===== src/rtl/tpoll_pkg.sv =====
// Shared types for the toggle-bit polling controller.
// Assumes status bytes are 8 bits wide with fixed flag positions.
package tpoll_pkg;

    localparam int unsigned STAT_W     = 8;
    localparam int unsigned TOG_HI_POS = 6;
    localparam int unsigned TOG_LO_POS = 2;
    localparam int unsigned TMO_POS    = 5;

    typedef enum logic [2:0] {
        ST_IDLE   = 3'd0,
        ST_RD_A   = 3'd1,
        ST_RD_B   = 3'd2,
        ST_CF_A   = 3'd3,
        ST_CF_B   = 3'd4,
        ST_WR_RST = 3'd5
    } tp_state_e;

endpackage


===== src/rtl/tpoll_judge.sv =====
// Status byte decoder: picks the toggle bit under test, compares it with the
// bit stored from the previous read of the pair, and extracts the timeout flag.
// Assumes the caller only uses the outputs in the cycle the read is acknowledged.
module tpoll_judge
    import tpoll_pkg::*;
(
    input  logic              sel_lo,
    input  logic              held_bit,
    input  logic [STAT_W-1:0] stat,
    output logic              cur_bit,
    output logic              toggled,
    output logic              tmo_flag
);

    logic unused_stat;

    // Select the toggle bit and compare with the stored one.
    always_comb begin
        cur_bit  = sel_lo ? stat[TOG_LO_POS] : stat[TOG_HI_POS];
        toggled  = cur_bit ^ held_bit;
        tmo_flag = stat[TMO_POS];
    end

    assign unused_stat = ^{stat[7], stat[4:3], stat[1:0]};

endmodule


===== src/rtl/tpoll_wdog.sv =====
// Counts toggling read pairs since the last clear. Reports expiry on the tick
// that reaches LIMIT. Assumes LIMIT >= 1 (the parent omits it when disabled).
module tpoll_wdog #(
    parameter int unsigned LIMIT = 1024
) (
    input  logic clk,
    input  logic rst_n,
    input  logic clr,
    input  logic tick,
    output logic expire
);

    localparam int unsigned CW = $clog2(LIMIT + 1);
    localparam logic [CW-1:0] LAST = CW'(LIMIT - 1);

    logic [CW-1:0] cnt;

    // Pair counter: cleared at each new poll, advanced per toggling pair.
    always_ff @(posedge clk) begin
        if (!rst_n)      cnt <= '0;
        else if (clr)    cnt <= '0;
        else if (tick)   cnt <= cnt + 1'b1;
    end

    assign expire = tick && (cnt == LAST);

endmodule


===== src/rtl/toggle_poll_ctrl.sv =====
// Toggle-bit polling controller. After start, reads status in pairs, compares
// the selected toggle bit, confirms with one more pair once the timeout flag
// rises, and on failure writes the reset command before pulsing fail.
// Assumes a read/write responder that eventually acknowledges every request.
module toggle_poll_ctrl
    import tpoll_pkg::*;
#(
    parameter int unsigned AW        = 19,
    parameter int unsigned MAX_PAIRS = 1024,
    parameter logic [7:0]  RST_CMD   = 8'hF0
) (
    input  logic              clk,
    input  logic              rst_n,
    input  logic              start,
    input  logic              abort,
    input  logic              sel_dq2,
    input  logic [AW-1:0]     poll_addr,
    output logic              rd_req,
    output logic [AW-1:0]     rd_addr,
    input  logic              rd_ack,
    input  logic [STAT_W-1:0] rd_data,
    output logic              wr_req,
    output logic [AW-1:0]     wr_addr,
    output logic [STAT_W-1:0] wr_data,
    input  logic              wr_ack,
    output logic              busy,
    output logic              done,
    output logic              fail
);

    tp_state_e     state;
    logic          held_bit;
    logic [AW-1:0] addr_q;
    logic          done_q, fail_q;
    logic          cur_bit, toggled, tmo_flag;
    logic          wd_expire;
    logic          accept;

    assign accept = (state == ST_IDLE) && start;

    tpoll_judge u_judge (
        .sel_lo   (sel_dq2),
        .held_bit (held_bit),
        .stat     (rd_data),
        .cur_bit  (cur_bit),
        .toggled  (toggled),
        .tmo_flag (tmo_flag)
    );

    generate
        if (MAX_PAIRS > 0) begin : g_wdog
            tpoll_wdog #(.LIMIT(MAX_PAIRS)) u_wdog (
                .clk    (clk),
                .rst_n  (rst_n),
                .clr    (accept),
                .tick   ((state == ST_RD_B) && rd_ack && !abort && toggled && !tmo_flag),
                .expire (wd_expire)
            );
        end else begin : g_no_wdog
            assign wd_expire = 1'b0;
        end
    endgenerate

    // Sequencer: walks read pairs, confirmation pair and reset write.
    always_ff @(posedge clk) begin
        if (!rst_n) begin
            state    <= ST_IDLE;
            held_bit <= 1'b0;
            addr_q   <= '0;
            done_q   <= 1'b0;
            fail_q   <= 1'b0;
        end else begin
            done_q <= 1'b0;
            fail_q <= 1'b0;
            unique case (state)
                ST_IDLE: begin
                    if (start) begin
                        addr_q <= poll_addr;
                        state  <= ST_RD_A;
                    end
                end
                ST_RD_A, ST_CF_A: begin
                    if (abort) begin
                        state <= ST_IDLE;
                    end else if (rd_ack) begin
                        held_bit <= cur_bit;
                        state    <= (state == ST_RD_A) ? ST_RD_B : ST_CF_B;
                    end
                end
                ST_RD_B: begin
                    if (abort) begin
                        state <= ST_IDLE;
                    end else if (rd_ack) begin
                        if (!toggled) begin
                            done_q <= 1'b1;
                            state  <= ST_IDLE;
                        end else if (tmo_flag) begin
                            state <= ST_CF_A;
                        end else if (wd_expire) begin
                            state <= ST_WR_RST;
                        end else begin
                            state <= ST_RD_A;
                        end
                    end
                end
                ST_CF_B: begin
                    if (abort) begin
                        state <= ST_IDLE;
                    end else if (rd_ack) begin
                        if (!toggled) begin
                            done_q <= 1'b1;
                            state  <= ST_IDLE;
                        end else begin
                            state <= ST_WR_RST;
                        end
                    end
                end
                ST_WR_RST: begin
                    if (wr_ack) begin
                        fail_q <= 1'b1;
                        state  <= ST_IDLE;
                    end
                end
                default: state <= ST_IDLE;
            endcase
        end
    end

    // Bus outputs decoded from the sequencer state.
    always_comb begin
        rd_req  = (state == ST_RD_A) || (state == ST_RD_B) ||
                  (state == ST_CF_A) || (state == ST_CF_B);
        wr_req  = (state == ST_WR_RST);
        rd_addr = addr_q;
        wr_addr = addr_q;
        wr_data = RST_CMD;
        busy    = (state != ST_IDLE);
        done    = done_q;
        fail    = fail_q;
    end

endmodule


===== config.mk =====
export PLATFORM = sky130hd
export DESIGN_NAME = toggle_poll_ctrl
export DESIGN_NICKNAME = d
export VERILOG_FILES = /design/src/rtl/tpoll_pkg.sv /design/src/rtl/tpoll_judge.sv /design/src/rtl/tpoll_wdog.sv /design/src/rtl/toggle_poll_ctrl.sv
export SDC_FILE = /design/constraint.sdc
export NUM_CORES = 1
export LEC_CHECK = 0
export BUFFER_PORTS_ARGS = -buffer_cell sky130_fd_sc_hd__buf_2
export CAP_MARGIN = 20
export CORE_MARGIN = 10
export CORE_UTILIZATION = 35
export DETAILED_ROUTE_END_ITERATION = 10
export PLACE_DENSITY = 0.61
export SLEW_MARGIN = 40
export SYNTH_ARGS = -nofsm -noshare
export SYNTH_HDL_FRONTEND = slang
export SYNTH_SLANG_ARGS = --single-unit
export TNS_END_PERCENT = 100

===== constraint.sdc =====
create_clock -name clk -period 3.3 [get_ports clk]
set_input_delay 0.66 -clock clk [delete_from_list [all_inputs] [get_ports clk]]
set_output_delay 0.66 -clock clk [all_outputs]
set_load 0.05 [all_outputs]

### Word level (Yosys, flattened, before mapping)

Index checks and enable logic that the tools add are counted.

* bits in registers: 36
* output and inout port bits: 51
* word-level logic and storage cells: 61

* add/subtract/negate cells: 1
* equal/unequal tests: 11
* muxes and demuxes: 17
* bitwise logic cells: 5
* reductions and logical operators: 21

Operators with widths (count)
* $mux W3: 13
* $pmux W3 S5: 1
* $add A11 B1 Y11 const B: 1
* $eq A11 B10 Y1 const B: 1
* $ne A3 B3 Y1 const B: 3
* $eq A3 B2 Y1 const B: 2
* $eq A3 B3 Y1 const B: 2
* $logic_and A1 B1 Y1: 6
* $reduce_or A2 Y1: 3
* $reduce_and A5 Y1: 1
* $not A1 Y1: 4
* $reduce_and A2 Y1: 2
* $reduce_or A4 Y1: 1
* $eq A3 B1 Y1 const B: 1
* $logic_not A3 Y1: 1
* $logic_or A1 B1 Y1: 3
* $mux W1: 3
* $reduce_and A3 Y1: 1
* $reduce_bool A3 Y1: 1
* $logic_not A1 Y1: 2
* $ne A2 B1 Y1 const B: 1
* $ne A2 B2 Y1 const B: 1
* $xor A1 B1 Y1: 1

### Longest topological paths before layout

Gate-level depths: netlist (run 1).

* depth in word-level cells: 12
* mapped depth: 6

### Hierarchy

Synthesis (run 1) repeated with hierarchy kept, for this count alone.

* cells, all modules: 217
* area total of the unflattened synthesis: 1850.5 um^2

By module, submodules not included
* toggle_poll_ctrl: instances 1, cells an instance 162, area each 1327.5 um^2, sequential area each 500.5 um^2
* tpoll_wdog: instances 1, cells an instance 52, area each 491.7 um^2, sequential area each 220.2 um^2
* tpoll_judge: instances 1, cells an instance 3, area each 31.3 um^2, sequential area each 0.0 um^2

### Worst setup path before layout (run 1)

Ideal clock, no wire load.

* path type: flip-flop to output port
* start: register state[0]
* end: output rd_req
* arrival time: 1486 ps
* data required time: 2640 ps
* path slack: 1154 ps
* stages on the path, launching flop included: 4
* buffers on the path: 1
* cell sequence: dfxtp_1 > buf_2 > nor2_1 > xnor2_1

* longest elaborated chain between the ends: 4
* elaborated cells on any way between the ends: 7
* those cells by class: eq/ne (4); reduce/logical (3)

Ends and longest elaborated chain
* from (decl): RTL line toggle_poll_ctrl.sv:31 `tp_state_e state;`
* from (signal assigned): RTL line toggle_poll_ctrl.sv:87 `state <= (state == ST_RD_A) ? ST_RD_B : ST_CF_B;`
* $eq A3 B1 Y1 / $eq A3 B2 Y1 (equally long branches): RTL line toggle_poll_ctrl.sv:131 `rd_req = (state == ST_RD_A) || (state == ST_RD_B) ||`
* $logic_or A1 B1 Y1 (2 in a row): RTL line toggle_poll_ctrl.sv:131
* $logic_or A1 B1 Y1 *: RTL line toggle_poll_ctrl.sv:132 `(state == ST_CF_A) || (state == ST_CF_B);`
* to (decl): RTL line toggle_poll_ctrl.sv:18 `output logic rd_req,`

Every way passes the cells marked *; elsewhere a longest branch is shown, timed or not.

### Final worst setup path (run 1)

* start: register state[2]
* end: output wr_req

* longest elaborated chain between the ends: 1

Ends and longest elaborated chain
* $eq A3 B3 Y1: RTL line toggle_poll_ctrl.sv:133 `wr_req = (state == ST_WR_RST);`
* to (decl): RTL line toggle_poll_ctrl.sv:22 `output logic wr_req,`

Every way passes these cells.

==> run metrics, run 1 <==
die area=8746 µm²; Slew headroom=0.5257; status=complete, no violations; drt wl/cell=13.64 µm; core area=5172 µm²; data required time of the worst path=2640 ps; Register Area=720.7 µm²; Hold Path Class=reg -> reg; worst hold path stage count=2; TritonCTS clock tree=yes; Syn Area/Cell=8.154 µm²; setup TNS=0 ps; TritonCTS Sinks=36; clock tree buffer depth=2; r2r worst-path depth=4; area growth from synthesis to layout=16.53%; CTS root buffer=clkbuf_8; startpoint types=register; Max FO, Critical Path=11; vias per cell=4.983; Setup Fix Bufs, Post-CTS=0; Static Leak=0.9993 nW; antenna fix cells=0; gr usage total=0.1054; Nets=314; Max H-tree Level=2; Setup Skew=6.459 ps; drt pass-1 iters=4; TritonCTS buffer count=5; cell row count=26; global-route wire length before repair=7.783 mm; f_max=450.9 MHz; sequential area share after synthesis=0.3810; Netlist Area Pre-Place=1892 µm²; Final GP Congestion=0.8440; Fill cells=543; final core occ=0.4262; Tcrit/Tclk final=0.6720; Distinct cells, synth=42; CTS Hold Buffers Added=0; vias in the first global route=1720; CP Data Arrival Time=1560 ps; Ports=85; footprint of the multi-input gates=907.1 µm²; FF+latch count, synth=36; Slew Viols, Final=0; final setup vio count=0; post-cts resize count=0; antenna-violating nets left=0; max cap viols=0; CTS clk-pin slew, worst paths=70 ps; layout cell share with drive strength beyond 1=0.3154; GRT overflow=0; final hold vios=0; RSZ-0062 raised after global routing=no; flop2flop setup slack=1390 ps; Die H=93.52 µm; worst skew pair latency=280 ps; hpwl dp=3.572 mm; Worst-Margin Slew=710.6 ps; Worst Setup Path Type=reg -> out; CP endpoint kind=output pin; Synth Instances=232; Residual DRC=0; DR iter-0 viols=100; Initial Util=0.3657; via count=1739; yosys warns=0; initial antenna violation count=0; routed wire length=4.761 mm; pin count of the biggest net entering global routing=26; PD cells=484.3 nW/µm²; Die Wd=93.52 µm; Worst VDD drop=0.2068 mV; Tmin final=2218 ps; Port-buffer cells=71
metrics by stage:
step           hold slack, ps  area [µm²]  power, mW  std cells  worst slack (ps)
4_1_cts                 470.5        2205      1.087        349              1075
6_report                466.7        2205      1.068        349              1082
3_5_place_dp            461.2        2108     0.7485        342              1155
2_1_floorplan           447.8        1914     0.7089        238              1154
5_1_grt                 495.9        2205      1.126        349             980.5
3_3_place_gp            449.5        2108     0.7466        342              1172
flip-flops by register name (all words and copies together), names as in the netlist:
signal	count
done	1
fail	1
g_wdog.u_wdog.cnt	11
held_bit	1
rd_addr	19
state	3
layer usage:
metal,GRT usage,up-vias,wire length (µm)
met3,0.03597,4,362
met1,0.1093,817,1877
met5,0,-,0
li1,-,866,-
met2,0.1908,52,2479
met4,0.03985,0,42
layout make-up:
| cell class | count | share of cell area |
|---|---|---|
| multi-input combinational | 158 | 0.4115 |
| sequential | 36 | 0.3269 |
| timing repair buffer | 74 | 0.1714 |
| clock buffer | 7 | 0.04370 |
| tap | 70 | 0.03973 |
| inverter | 4 | 0.006810 |
final timing paths:
check	start	end
max reg2reg	state[2]	state[2]
min	rd_addr[11]	rd_addr[11]
min reg2reg	rd_addr[11]	rd_addr[11]
max	state[2]	wr_req
Yosys cell counts, drive strengths merged:
cell type	n	area share
o2111ai	1	0.0046
o221a	1	0.0060
a31oi	1	0.0033
mux2i	2	0.011
o22ai	2	0.0066
nand4	3	0.0099
dfxtp	36	0.38
o211ai	1	0.0040
ha	1	0.0066
or4	2	0.0079
nor2	4	0.0079
nand2b	4	0.013
buf	34	0.13
mux2	1	0.0060
o211a	1	0.0053
clkbuf	6	0.013
o31ai	3	0.015
o41ai	4	0.019
and2b	1	0.0040
nor4	2	0.0066
o32ai	1	0.0046
xnor2	3	0.014
nand3	3	0.0079
o21ai	6	0.016
xor2	1	0.0046
nor4b	2	0.025
nor3b	2	0.0079
a21oi	28	0.074
and2	2	0.0066
conb	2	0.0040
nand2	51	0.10
or3	9	0.033
and3	3	0.0099
o311ai	5	0.023
inv	4	0.0079
report_power, final:
| part | switching (mW) | total (mW) | internal (mW) |
|---|---|---|---|
| Sequential | 0.0150 | 0.466 | 0.451 |
| Combinational | 0.207 | 0.270 | 0.0635 |
| Clock | 0.145 | 0.331 | 0.186 |
| Total | 0.367 | 1.07 | 0.701 |
cells in the final DEF (no fill, tap or decap), types with 4 or more instances in the layout:
master     n
o41ai_1    4
nand2_1   51
inv_1      4
or3_1      7
o311ai_0   5
a21oi_1   28
clkbuf_8   7
nand2b_1   4
dfxtp_1   36
nor2_1     4
conb_1     8
o21ai_0    6
buf_2     71
kinds of logic after synthesis:
family	Yosys count	synth area share
and+or+nand+nor	88	0.2414
AOI/OAI and AO/OA	54	0.1806
adders and majority gates	1	0.006613
xor gates and xnor gates	4	0.01852
buffers and inverters	44	0.1514
muxes	3	0.01653
other	2	0.003970
DFF	36	0.3810
worst max-delay path: stages, from the launching register on:
cell and delay, ps:
dfxtp_1 650, nand2b_1 190, nor2_1 140, buf_2 280
Power figures use the tool's default switching activity.
==> run 2, diff against run 1 <==
ABC_AREA = 1   (was not set)
clock period = 2.3 ns   (was 3.3 ns; I/O delays follow)
==> run 2 against run 1 <==
  * Global-route usage down 1.1 points
  * Sequential share of layout area down 1.2 points
  * First-iteration DRC count down 51%
  * Setup slack worse by 570 ps
==> run metrics, run 2 <==
PD cells=768.5 nW/µm² (was 484.3 nW/µm²); Setup WS post-layout=510.1 ps (was 1082 ps); drt pass-1 iters=4 (unchanged); Worst Setup Path Type=reg -> out (unchanged); cell row count=27 (was 26); vias per cell=4.290 (was 4.983); footprint of the multi-input gates=832.0 µm² (was 907.1 µm²); Primary FF master, synth=dfxtp_1 (unchanged); Tmin final=1790 ps; RSZ-0062 raised after global routing=no (unchanged); startpoint types=register (unchanged); mux cell area share after synthesis=0 (was 0.01653); data required time of the worst path=1840 ps (was 2640 ps); Final GP Congestion=0.8289 (was 0.8440); Syn Area/Cell=7.282 µm² (was 8.154 µm²); CTS root buffer=clkbuf_8 (unchanged); setup TNS=0 ps (unchanged); hpwl dp=3.474 mm (was 3.572 mm); asr flop ratio synth=0 (unchanged); yosys warns=0 (unchanged); reg-to-reg startpoint=state[1] (was state[2]); area growth from synthesis to layout=17.76% (was 16.53%); Static Leak=1.077 nW (was 0.9993 nW); f_max=558.7 MHz; worst hold start=wr_ack (was rd_addr[11]); sequential area share after synthesis=0.3707 (was 0.3810); Slowest-stage cell, CP=dfxtp_1 (unchanged); Synth Instances=267 (was 232); TritonCTS clock tree=yes (unchanged); CP endpoint kind=output pin (unchanged); Netlist Area Pre-Place=1944 µm² (was 1892 µm²); Nets=355 (was 314); Max H-tree Level=2 (unchanged); Setup Fix Bufs, Post-CTS=0 (unchanged); CP Data Arrival Time=1330 ps (was 1560 ps); pin count of the biggest net entering global routing=18 (was 26); Worst Hold End=fail (was rd_addr[11]); Ports=85 (unchanged); Distinct cells, synth=33 (was 42); placed insts=385 (was 342); final setup vio count=0 (unchanged); worst hold path stage count=3 (was 2); Tcrit/Tclk final=0.7782; Max FO, Critical Path=7 (was 11); Synth Area in Adders=0.006435 (was 0.006614); critical path's top delay family=flip-flops (unchanged); gr usage total=0.09474 (was 0.1054); antenna fix cells=0 (unchanged); DR iter-0 viols=49 (was 100); max cap viols=0 (unchanged); r2r worst-path depth=5 (was 4); flop2flop setup slack=700 ps (was 1390 ps); Hold Path Class=in -> reg (was reg -> reg); vias in the first global route=1520 (was 1720); pre-CTS WS=616.6 ps (was 1155 ps); non-filler cells, final=393 (was 349); Compound-Gate Fraction of Synth Area=0.1467 (was 0.1806); via count=1686 (was 1739); Finished Cell Area=2290 µm² (was 2205 µm²); Port-buffer cells=71 (unchanged); Die H=94.54 µm (was 93.52 µm); Die Wd=94.54 µm (was 93.52 µm); area leader, netlist=dfxtp_1 (unchanged); worst r2r dst=g_wdog.u_wdog.cnt[2] (was state[2]); post-cts resize count=0 (unchanged); clock tree buffer depth=2 (unchanged); slowest cell delay on critical path=390 ps (was 650 ps); GRT overflow=0 (unchanged); global-route wire length before repair=6.955 mm (was 7.783 mm); Placed Instance Area=2178 µm² (was 2108 µm²); antenna-violating nets left=0 (unchanged); Post-synth EDFFs=0 (unchanged); Setup Skew=6.392 ps (was 6.459 ps); worst skew pair latency=280 ps (about the same); main combinational cell family by area after synthesis=simple AND/OR/NAND/NOR gates (unchanged); layout cell share with drive strength beyond 1=0.3053 (was 0.3154); TritonCTS Sinks=36 (unchanged); routed wire length=4.361 mm (was 4.761 mm); ranking of synthesized cells by area=dfxtp_1 (37%), buf_4 (11%), nand2_1 (8.3%), inv_1 (7.7%), a21oi_1 (7.5%) (was dfxtp_1 (38%), buf_4 (12%), nand2_1 (10%), a21oi_1 (7.4%), nor4b_4 (2.5%)); Initial Util=0.3575 (was 0.3657); Worst VDD drop=0.3724 mV (was 0.2068 mV); die area=8937 µm² (was 8746 µm²); Fill cells=602 (was 543); max reg flops=19 (unchanged); Post-Synth XOR/XNOR Area=0.03153 (was 0.01852); drt wl/cell=11.10 µm (was 13.64 µm); Residual DRC=0 (unchanged); TritonCTS buffer count=5 (unchanged); most frequent cells in the layout=buf_2 (71), nand2_1 (43), inv_1 (40), dfxtp_1 (36), a21oi_1 (29) (was buf_2 (71), nand2_1 (51), dfxtp_1 (36), a21oi_1 (28), conb_1 (8)); CP bufs+invs=1 (unchanged); commonest non-fill, non-tap cell in the layout=buf_2 (unchanged); initial antenna violation count=0 (unchanged); synth cell count leaders=nand2_1 (43), inv_1 (40), dfxtp_1 (36) (was nand2_1 (51), dfxtp_1 (36), buf_4 (29)); Simple-Gate Fraction of Synth Area=0.2278 (was 0.2414); final hold vios=0 (unchanged); top-area cell type share of the netlist area=0.3707 (was 0.3810); status=complete, no violations (unchanged); CTS clk-pin slew, worst paths=70 ps (about the same); Register Area=720.7 µm² (unchanged); count leader, synth=nand2_1 (unchanged); FF+latch count, synth=36 (unchanged); core area=5439 µm² (was 5172 µm²); Slew Viols, Final=0 (unchanged); final core occ=0.4210 (was 0.4262); CTS Hold Buffers Added=0 (unchanged); CP cell instances=nor2_2, xor2_1, buf_2 (was nand2b_1, nor2_1, buf_2)
-- run 2: cell type report --
| class | count | share of cell area |
|---|---|---|
| inverters | 42 | 0.06885 |
| clock inverters | 3 | 0.01858 |
| well taps | 72 | 0.03934 |
| clock buffers | 5 | 0.03005 |
| multi-input cells | 161 | 0.3634 |
| repair buffers | 74 | 0.1650 |
| flip-flops and latches | 36 | 0.3148 |
-- run 2: worst max path at each step --
stage	to	slack (ps)	startpoint	cells past startpoint
finish	rd_req	510	state[1]	3
global route	rd_req	420	state[1]	3
CTS	rd_req	500	state[1]	3
floorplan	state[0]	460	state[1]	7
detailed placement	g_wdog.u_wdog.cnt[2]	620	abort	8
global placement	g_wdog.u_wdog.cnt[2]	640	abort	8
-- run 2: cells by family (layout without fill, tap and decap cells) --
| logic type | count (synthesis) | count (layout) |
|---|---|---|
| fa+ha+maj | 1 | 1 |
| simple gates | 90 | 90 |
| buf+inv | 76 | 124 |
| compound gates | 55 | 55 |
| xor+xnor | 7 | 7 |
| flops | 36 | 36 |
| other cells | 2 | 8 |
-- run 2: report_power, final --
group,switching (mW),internal [mW],leakage [nW]
sequential,0.0256,0.662,0.295
clock,0.224,0.321,0.0541
combinational,0.418,0.110,0.728
total,0.667,1.09,1.08
-- run 2: worst min-delay path: cells and delay by family --
kind / cells / cell delay [ps]
buffers and inverters: 1 / 100
and+or+nand+nor: 2 / 80
-- run 2: routing by layer --
metal,GRT usage,vias to the layer above,part of all wire,routed length [µm]
met3,0.04996,4,0.13,582
met5,0,-,0,0
li1,-,910,-,-
met4,0.03367,0,0.0096,42
met1,0.1086,715,0.43,1877
met2,0.1476,57,0.43,1858
-- run 2: per-stage QoR --
stage                     hold WS [ps]  power, mW
after global placement           438.8      1.232
after global routing             404.4      1.856
after CTS                        392.6      1.793
after detailed placement         444.9      1.235
final                            404.8      1.760
after floorplan                  443.5      1.174
